==> src/rtl/pgmon_pkg.sv <==
package pgmon_pkg;
  // window ratios: lower = 19/20, upper = 21/20 of the setpoint
  localparam int unsigned LO_NUM = 19;
  localparam int unsigned HI_NUM = 21;
  localparam int unsigned RATIO_DEN = 20;

  // forcing reasons, one bit each in the force vector
  typedef enum logic [2:0] {
    FR_NOSUPPLY  = 3'd0,
    FR_DISABLED  = 3'd1,
    FR_UVLO      = 3'd2,
    FR_OVLO      = 3'd3,
    FR_SOFTSTART = 3'd4,
    FR_HICCUP    = 3'd5,
    FR_THERMAL   = 3'd6
  } force_e;

  localparam int unsigned FORCE_COUNT = 7;
endpackage

==> src/rtl/pgmon_window.sv <==
module pgmon_window #(
  parameter int unsigned VW = 12
) (
  input  logic [VW-1:0] vout_code,
  input  logic [VW-1:0] vset_code,
  output logic          raw_fault
);
  import pgmon_pkg::*;

  localparam int unsigned PW = VW + $clog2(HI_NUM + 1);

  logic [PW-1:0] set_ext;
  logic [PW-1:0] lo_lim;
  logic [PW-1:0] hi_lim;
  logic [PW-1:0] vout_ext;

  always_comb begin
    set_ext  = PW'(vset_code);
    vout_ext = PW'(vout_code);
    lo_lim   = (set_ext * PW'(LO_NUM)) / PW'(RATIO_DEN);
    hi_lim   = (set_ext * PW'(HI_NUM)) / PW'(RATIO_DEN);
    raw_fault = (vout_ext < lo_lim) || (vout_ext > hi_lim);
  end
endmodule

==> src/rtl/pgmon_deglitch.sv <==
module pgmon_deglitch #(
  parameter int unsigned HOLD_CYC = 5000
) (
  input  logic clk,
  input  logic rst_n,
  input  logic raw_in,
  output logic filt_out
);
  localparam int unsigned CW = (HOLD_CYC < 2) ? 1 : $clog2(HOLD_CYC);
  localparam logic [CW-1:0] LAST = CW'(HOLD_CYC - 1);

  logic          raw_q;
  logic [CW-1:0] cnt_q;

  always_ff @(posedge clk) begin
    if (!rst_n) begin
      raw_q    <= 1'b1;
      cnt_q    <= '0;
      filt_out <= 1'b1;
    end else if (raw_in != raw_q) begin
      raw_q <= raw_in;
      cnt_q <= '0;
    end else if (cnt_q != LAST) begin
      cnt_q <= cnt_q + 1'b1;
    end else begin
      filt_out <= raw_q;
    end
  end
endmodule

==> src/rtl/pgmon_force.sv <==
module pgmon_force (
  input  logic supply_ok,
  input  logic enable,
  input  logic uvlo,
  input  logic ovlo,
  input  logic soft_start,
  input  logic hiccup,
  input  logic thermal_sd,
  output logic any_force
);
  import pgmon_pkg::*;

  logic [FORCE_COUNT-1:0] force_vec;

  always_comb begin
    force_vec               = '0;
    force_vec[FR_NOSUPPLY]  = !supply_ok;
    force_vec[FR_DISABLED]  = !enable;
    force_vec[FR_UVLO]      = uvlo;
    force_vec[FR_OVLO]      = ovlo;
    force_vec[FR_SOFTSTART] = soft_start;
    force_vec[FR_HICCUP]    = hiccup;
    force_vec[FR_THERMAL]   = thermal_sd;
    any_force               = |force_vec;
  end
endmodule

==> src/rtl/pg_supervisor.sv <==
module pg_supervisor #(
  parameter int unsigned VW       = 12,
  parameter int unsigned HOLD_CYC = 5000
) (
  input  logic          clk,
  input  logic          rst_n,
  input  logic [VW-1:0] vout_code,
  input  logic [VW-1:0] vset_code,
  input  logic          supply_ok,
  input  logic          enable,
  input  logic          uvlo,
  input  logic          ovlo,
  input  logic          soft_start,
  input  logic          hiccup,
  input  logic          thermal_sd,
  input  logic          dvs_active,
  input  logic          blank_on_dvs,
  output logic          pg_pull_low
);
  logic raw_fault;
  logic filt_fault;
  logic any_force;
  logic blanked;

  pgmon_window #(.VW(VW)) win_i (
    .vout_code (vout_code),
    .vset_code (vset_code),
    .raw_fault (raw_fault)
  );

  pgmon_deglitch #(.HOLD_CYC(HOLD_CYC)) dgl_i (
    .clk      (clk),
    .rst_n    (rst_n),
    .raw_in   (raw_fault),
    .filt_out (filt_fault)
  );

  pgmon_force frc_i (
    .supply_ok  (supply_ok),
    .enable     (enable),
    .uvlo       (uvlo),
    .ovlo       (ovlo),
    .soft_start (soft_start),
    .hiccup     (hiccup),
    .thermal_sd (thermal_sd),
    .any_force  (any_force)
  );

  always_comb begin
    blanked     = blank_on_dvs && dvs_active;
    pg_pull_low = !rst_n || any_force || (filt_fault && !blanked);
  end
endmodule

==> config.mk <==
export PLATFORM = sky130hd
export DESIGN_NAME = pg_supervisor
export DESIGN_NICKNAME = d
export VERILOG_FILES = /design/src/rtl/pgmon_pkg.sv /design/src/rtl/pgmon_window.sv /design/src/rtl/pgmon_deglitch.sv /design/src/rtl/pgmon_force.sv /design/src/rtl/pg_supervisor.sv
export SDC_FILE = /design/constraint.sdc
export NUM_CORES = 1
export LEC_CHECK = 0
export ABC_AREA = 0
export BUFFER_PORTS_ARGS = -buffer_cell sky130_fd_sc_hd__buf_2
export CAP_MARGIN = 20
export CORE_UTILIZATION = 60
export DETAILED_ROUTE_END_ITERATION = 10
export GPL_TIMING_DRIVEN = 0
export PLACE_DENSITY = 0.83
export SYNTH_ARGS = -nofsm -noshare
export SYNTH_HDL_FRONTEND = slang
export SYNTH_HIERARCHICAL = 1
export SYNTH_SLANG_ARGS = --single-unit
==> constraint.sdc <==
create_clock -name clk -period 16.3 [get_ports clk]
set_clock_uncertainty 0.05 [all_clocks]
set_input_delay 0.815 -clock clk [delete_from_list [all_inputs] [get_ports clk]]
set_output_delay 0.815 -clock clk [all_outputs]
set_load 0.05 [all_outputs]
==> flow_summary.ini, run 1 <==
[floorplanning]
dieArea_um2 = 12900
num_rows = 40
die_w_um = 113
core_area_um2 = 12100
pin_count = 36
die_h_um = 113
initial_core_util = 0.617

[critical_path]
path_depth = 50
regToRegSetupSlack_ns = 14.58
end_kind = flip-flop
worst-path-buf-inv = 6
r2r_cells = 4
reg2reg_to = dgl_i/cnt_q[10]$_SDFFE_PP0P_
worst_path_max_delay_cell = a2111oi_0
cp.arrival_ns = 10.95
cp_max_fo = 10
start_kind = primary input
critPathLaunch = vset_code[4]
r2r-start = dgl_i/cnt_q[0]$_SDFFE_PP0P_
required_ns = 16.43
slowest_delay_ns = 0.56
critPathKind = in2reg
critical_path.top_delay_family = compound AO/OA/AOI/OAI gates
crit_end = dgl_i/cnt_q[2]$_SDFFE_PP0P_

[cts]
clkLatencyLatePin_ns = 0.25
post_cts_buffers = 0
cts_tree = built
cts.repair.resized = 0
cts_buffer_depth = 2
path_clk_slew_ns = 0.05
cts_sinks = 15
ctsRootBufferMaster = clkbuf_16
cts_buffers = 3
h-tree-depth = 1
cts.hold.buffers_added = 0

[yosys]
yosysTopAreaCell = ha_1
synthCells = 1021
yosys_register_bits = 15
synth_cell_types = 111
synth_top_area_share = 0.151
synth_warnings = 6
ys_seq_area_frac = 0.0404
syn_avg_cell_area_um2 = 7.29
synth_area_um2 = 7440
synth_area_leaders = ha_1, a21oi_1, dfxtp_1
synth_edf_count = 0
synth_common_cells = ha_1, a21oi_1, nor2_1
syn-num-nets = 1161
async_reset_ff_frac = 0
dominantRegCellSynth = dfxtp_1
yosys.cell_count.top_type = ha_1

[sta]
tns_ns = 0
fmax_ghz = 0.0924
slew_viol_final = 0
finalHoldViolations = 0
slew_headroom = 0.401
worstMarginPinSlew_ns = 0.892
setup_violations = 0
fin_crit_ns = 10.83
fin_crit_sh = 0.664
rsz0062_at_grt = no

[routing]
routedWlPerCell_um = 15.9
drc = 0
avgViaCountPerCell = 6.62
dr.pass1.iters = 9
ant_nets = 0
drtIter0Drc = 731
wl_um = 19600
num_vias = 8146

[grt]
antenna_found_initial = 3
grt_max_degree = 12
grt_pass1_wl_um = 32700
grt_usage = 0.297
grt_remaining_overflow = 0
grt_pass1_vias = 7394

[place]
hpwl_um = 15600
io_buffers = 35
placed_area_um2 = 7830
routabilityCongestion = 0.936

[layout]
finalCoreUtilization = 0.656
post-route-cell-area_um2 = 7910
nNetsFinal = 1201
layout-drive-gt1-share = 0.107
syn2layout_area_growth_pct = 6.36

[worst_hold_path]
hp-class = reg2reg
hold_path_depth = 2

[job]
cap_violations = 0

[outcome]
status = finished clean
## metal layers
layer	up-vias	track usage	routed length (um)
met4	0	0.0614	365
met1	3802	0.368	8710
met2	265	0.548	9520
met3	50	0.0359	988
li1	4029	-	-
met5	-	0	0
## cells by family after synthesis
kind of cell	share of synthesized area
mux	0.0242
compound gates	0.356
flops	0.0404
buf+inv	0.0666
simple gates	0.257
xor+xnor	0.0553
fa+ha+maj	0.200
## through the flow
stage	cells	hold WS, ns	worst slack, ns
finish	1231	0.451	5.47
floorplan	1021	0.400	6.78
CTS	1228	0.447	5.68
detailed placement	1224	0.430	5.44
global placement	1224	0.423	5.68
global route	1230	0.457	4.82
## placed cells by master, fill, tap and decap left out, drive strengths merged, types with 17 or more instances in the layout
cell / netlist / routed
ha: 90 / 90
a21oi: 75 / 75
nor2: 70 / 70
inv: 70 / 70
nand2: 67 / 67
buf: 21 / 56
o21ai: 54 / 54
nand3: 46 / 46
nor3: 36 / 36
clkbuf: 31 / 34
xnor2: 30 / 30
a211oi: 20 / 20
a21o: 18 / 18
o211ai: 18 / 18
or3: 18 / 18
xor2: 17 / 17
## worst min path at each step
stage / start / end / slack, ns
6_report: dgl_i/cnt_q[12]$_SDFFE_PP0P_ / dgl_i/cnt_q[12]$_SDFFE_PP0P_ / 0.45
3_3_place_gp: dgl_i/cnt_q[12]$_SDFFE_PP0P_ / dgl_i/cnt_q[12]$_SDFFE_PP0P_ / 0.42
4_1_cts: dgl_i/cnt_q[11]$_SDFFE_PP0P_ / dgl_i/cnt_q[11]$_SDFFE_PP0P_ / 0.45
2_1_floorplan: dgl_i/cnt_q[12]$_SDFFE_PP0P_ / dgl_i/cnt_q[12]$_SDFFE_PP0P_ / 0.40
5_1_grt: dgl_i/cnt_q[11]$_SDFFE_PP0P_ / dgl_i/cnt_q[11]$_SDFFE_PP0P_ / 0.46
3_5_place_dp: dgl_i/cnt_q[12]$_SDFFE_PP0P_ / dgl_i/cnt_q[12]$_SDFFE_PP0P_ / 0.43
## state kept, by name (all words and copies together), names as in the netlist
name,cells
dgl_i/filt_out,1
dgl_i/raw_q,1
dgl_i/cnt_q,13
## layout make-up
class | instances | area (um^2)
clock inverters | 1 | 5.00
repair buffers | 35 | 175
flip-flops and latches | 15 | 300
well taps | 168 | 210
multi-input cells | 884 | 6650
plain buffers | 52 | 233
diodes | 3 | 7.51
clock buffers | 3 | 75.1
fillers | 1123 | 4150
inverters | 70 | 263
## worst register-to-register path, stage by stage, from the launching register on
cell     delay, ns
dfxtp_1       0.42
ha_1          0.30
nand4_2       0.22
or4_1         0.52
a21oi_1       0.15
Power of run 1 is not shown: default switching activity piles up to over one toggle a cycle in this logic, so the estimate is an artifact.
==> run 2, diff against run 1 <==
- CORE_UTILIZATION: 60 -> 59
- PLACE_DENSITY: 0.83 -> 0.85
- clock period: 16.3 -> 9.2 ns (I/O delays scaled with it)
==> run 2 against run 1 <==
- the run now ends with DRC, setup timing left
- highest routed layer is now met5
- via count up 18%
- count of clock-buffer cells in the layout is 1 higher
- routed wire length up 46%
- global-route usage increased by 6.7 points
- worst setup slack got worse by 6.4 ns
- utilization is 13 points higher
- die area rose by 1.7%
- register-to-register slack got worse by 7.3 ns
==> flow_summary.ini, run 2 (synthesis results as in run 1) <==
[layout]
nNetsFinal = 1272
largest_register_ff_count = 13
mostFrequentLayoutCells = buf_4, nand2_1, a21oi_1, ha_1, nor2_1
final_common_cell = buf_4
syn2layout_area_growth_pct = 28.2
final.fill_count = 737
top_regs = dgl_i/cnt_q: 13 flops, dgl_i/filt_out: 1 flops, dgl_i/raw_q: 1 flops
finalCoreUtilization = 0.784
layout-drive-gt1-share = 0.278
largest-register = dgl_i/cnt_q

[critical_path]
crit_top_cell = buf_4
required_ns = 9.29
cp.arrival_ns = 10.19
critPathKind = in2reg
start_kind = primary input
end_kind = flip-flop
slowest_delay_ns = 0.58
cp_max_fo = 7
worst_path_max_delay_cell = fa_2

[floorplanning]
core_area_um2 = 12200
num_rows = 40
pin_count = 36
die_w_um = 114
initial_core_util = 0.612
die_h_um = 114
dieArea_um2 = 13100

[grt]
grt_pass1_wl_um = 39500
antenna_found_initial = 1
grt_max_degree = 12
grt_remaining_overflow = 0
grt_usage = 0.364
grt_pass1_vias = 8480

[cts]
cts_tree = built
cts_buffer_depth = 2
path_clk_slew_ns = 0.05
cts_buffers = 3
h-tree-depth = 1
ctsRootBufferMaster = clkbuf_16
clkLatencyLatePin_ns = 0.25
cts_sinks = 15

[sta]
fmax_ghz = 0.0991
setup_violations = 15
layout_setup_ws_ns = -0.892
slew_viol_final = 0
rsz0062_at_grt = yes
slew_headroom = 0.392
whs_ns = 0.421
worstMarginPinSlew_ns = 0.909
fin_crit_sh = 1.10
fin_crit_ns = 10.09
finalHoldViolations = 0

[routing]
routedWlPerCell_um = 22.0
ant_nets = 0
dr.pass1.iters = 10
avgViaCountPerCell = 7.39
drc = 2
num_vias = 9602
drtIter0Drc = 1442
wl_um = 28600

[outcome]
violations = DRC, setup timing
status = complete, but fails checks

[worst_hold_path]
hp-class = in2reg

[place]
routabilityCongestion = 0.941
io_buffers = 35
hpwl_um = 15600

[job]
cap_violations = 0
## run 2: cell types whose count changed in the layout (fill, tap and decap cells not counted), moves of 13 or more
cell / delta
buf_4: +73
ha_4: +22
buf_6: +13
ha_1: -26
buf_2: -15
## run 2: layer usage
metal	wire length, um	track usage
met3	2820	0.0413
met1	10100	0.424
met4	2270	0.176
met5	13	0
met2	13500	0.661
## run 2: timing repair
action / 4_1_cts / 5_1_grt
pin swaps: 63 / 62
buffers inserted: 42 / 35
gates cloned: 1 / 0
gates resized for setup: 124 / 96
hold buffers: 0 / 0
setup endpoints to repair: 15 / 15
## run 2: worst paths after layout
check | start | to | slack [ns] | cells past startpoint
worst min register to register | dgl_i/cnt_q[12]$_SDFFE_PP0P_ | dgl_i/cnt_q[12]$_SDFFE_PP0P_ | 0.44 | 2
worst min-delay path | rst_n | dgl_i/raw_q$_SDFFE_PN1P_ | 0.42 | 2
worst max register to register | dgl_i/cnt_q[0]$_SDFFE_PP0P_ | dgl_i/cnt_q[12]$_SDFFE_PP0P_ | 7.32 | 4
worst max-delay path | vset_code[8] | dgl_i/cnt_q[3]$_SDFFE_PP0P_ | -0.89 | 50
## run 2: area by class of cell
type                       count  area, um^2  area share
inverter                      70         263      0.0275
timing repair buffer         112         837      0.0877
buffer                        46         251      0.0264
antenna                        1        2.50    0.000262
clock buffer                   4        78.8     0.00826
sequential                    15         300      0.0315
tap                          168         210      0.0220
multi-input combinational    884        7600       0.796
## run 2: per-stage QoR
step	TNS [ns]	cell area [um^2]	std cells	setup WS (ns)
floorplan	0	7440	1021	0.0313
global placement	-12.22	7830	1224	-1.01
detailed placement	-16.35	7830	1224	-1.28
CTS	0	8890	1269	0.00826
global route	-17.60	9540	1299	-1.28
finish	-11.99	9540	1300	-0.892
## run 2: critical path: cells and delay by family
family | cells | cell delay, ns
and+or+nand+nor | 13 | 2.05
xor gates and xnor gates | 1 | 0.22
muxes | 2 | 0.58
AOI/OAI and AO/OA | 21 | 4.09
adders and majority gates | 5 | 1.52
buffers and inverters | 8 | 1.23
Power of run 2 is left out for the same reason.
==> run 3, diff against run 2 <==
- CORE_UTILIZATION: 59 -> 37
- PLACE_DENSITY: 0.85 -> 0.6
- clock period: 9.2 -> 8.9 ns (I/O delays scaled with it)
==> run 3 against run 2 <==
- the flow finishes with violations (setup timing)
- flip-flop and latch count is the same
- sequential share of layout area grew 0.18 points
- register-to-register slack lost 0.13 ns
- cell count grew 4.5%
- via count shrank 15%
==> flow_summary.ini, run 3 (synthesis results as in run 1) <==
[outcome]
status = complete, but fails checks
violations = setup timing

[routing]
avgViaCountPerCell = 6.02
wl_um = 21600
drc = 0
dr.pass1.iters = 5
routedWlPerCell_um = 15.9
num_vias = 8177
ant_nets = 0
drtIter0Drc = 531

[sta]
layout_setup_ws_ns = -0.535
rsz0062_at_grt = yes
finalHoldViolations = 0
fin_crit_ns = 9.44
worstMarginPinSlew_ns = 0.889
fin_crit_sh = 1.06
slew_headroom = 0.403
fmax_ghz = 0.106
slew_viol_final = 0
setup_violations = 15

[critical_path]
critical_path.top_delay_family = compound AO/OA/AOI/OAI gates
crit_top_cell = ha_1
cp.arrival_ns = 9.55
cp_max_fo = 8
worst_path_max_delay_cell = or4_4
worst-path-buf-inv = 5
end_kind = flip-flop
slowest_delay_ns = 0.53
required_ns = 9.01
critPathKind = in2reg
start_kind = primary input

[grt]
grt_pass1_wl_um = 35800
grt_remaining_overflow = 0
antenna_found_initial = 3
grt_usage = 0.206
grt_pass1_vias = 7436
grt_max_degree = 12

[floorplanning]
core_area_um2 = 19600
initial_core_util = 0.380
dieArea_um2 = 20700
num_rows = 51
pin_count = 36
die_h_um = 144
die_w_um = 144

[layout]
final_common_cell = ha_1
syn2layout_area_growth_pct = 21.3
finalNonFillerCells = 1358
largest-register = dgl_i/cnt_q
finalCoreUtilization = 0.461
layout-drive-gt1-share = 0.216
largest_register_ff_count = 13
mostFrequentLayoutCells = ha_1, inv_1, nand2_1
nNetsFinal = 1232
top_regs = dgl_i/cnt_q: 13 flops, dgl_i/filt_out: 1 flops, dgl_i/raw_q: 1 flops

[cts]
path_clk_slew_ns = 0.05
cts_tree = built
h-tree-depth = 1
ctsRootBufferMaster = clkbuf_16
cts_buffers = 3
clkLatencyLatePin_ns = 0.24
cts_sinks = 15
cts_buffer_depth = 2
cts.hold.buffers_added = 0

[job]
cap_violations = 0

[place]
io_buffers = 35
routabilityCongestion = 0.896
hpwl_um = 16500
place_inst = 1321

[worst_hold_path]
hp-class = reg2reg
==> run 3: changes by cell type in the layout (fill, tap and decap cells not counted), moves of 4 or more <==
cell | before | now
buf_2 | 35 | 41
ha_1 | 64 | 82
ha_2 | 4 | 0
nand3_1 | 40 | 44
a21oi_1 | 64 | 60
inv_2 | 8 | 3
buf_4 | 74 | 40
inv_1 | 62 | 67
ha_4 | 22 | 8
buf_6 | 15 | 3
==> run 3: layout make-up <==
class	count	area (um^2)
multi-input combinational	884	7340
buffer	49	251
tap	265	332
sequential	15	300
clock buffer	4	78.8
fill	1985	10600
antenna	2	5.00
timing repair buffer	69	454
inverter	70	263
==> run 3: worst register-to-register path, stage by stage, from the launching register on <==
cell,delay [ns]
dfxtp_1,0.42
ha_1,0.29
nand4_2,0.22
or4_1,0.53
a21oi_2,0.14
==> run 3: timing repair <==
| action | CTS | global route |
|---|---|---|
| hold endpoints to repair | 0 | 0 |
| resized for setup | 71 | 68 |
| setup endpoints to repair | 15 | 15 |
| pin swaps | 35 | 19 |
| cloned | 2 | 0 |
| setup buffers | 25 | 8 |
==> run 3: worst paths after layout <==
check                                             startpoint                      endpoint  slack [ns]  depth (start not counted)
worst max-delay path                            vset_code[3]   dgl_i/cnt_q[3]$_SDFFE_PP0P_       -0.54                         49
worst min-delay path            dgl_i/cnt_q[12]$_SDFFE_PP0P_  dgl_i/cnt_q[12]$_SDFFE_PP0P_        0.45                          2
worst max register to register   dgl_i/cnt_q[0]$_SDFFE_PP0P_  dgl_i/cnt_q[10]$_SDFFE_PP0P_        7.19                          4
worst min register to register  dgl_i/cnt_q[12]$_SDFFE_PP0P_  dgl_i/cnt_q[12]$_SDFFE_PP0P_        0.45                          2
==> run 3: routing by layer <==
layer  up-vias  share of wire  global-route usage
li1       4094              -                   -
met1      3909           0.47               0.276
met2       158           0.50               0.372
met3        14          0.031              0.0133
met4         2         0.0052              0.0134
met5         -        0.00060                   0
==> run 3: through the flow <==
step | instance area, um^2 | setup TNS, ns | hold WS (ns) | worst slack (ns)
after global placement | 7990 | -18.14 | 0.426 | -1.37
final | 9030 | -6.59 | 0.446 | -0.535
after detailed placement | 7990 | -18.09 | 0.430 | -1.37
after floorplan | 7490 | 0 | 0.400 | 0.00284
after CTS | 8650 | -5.79 | 0.415 | -0.475
after global routing | 9030 | -13.52 | 0.462 | -1.00
Power of run 3 is left out for the same reason.
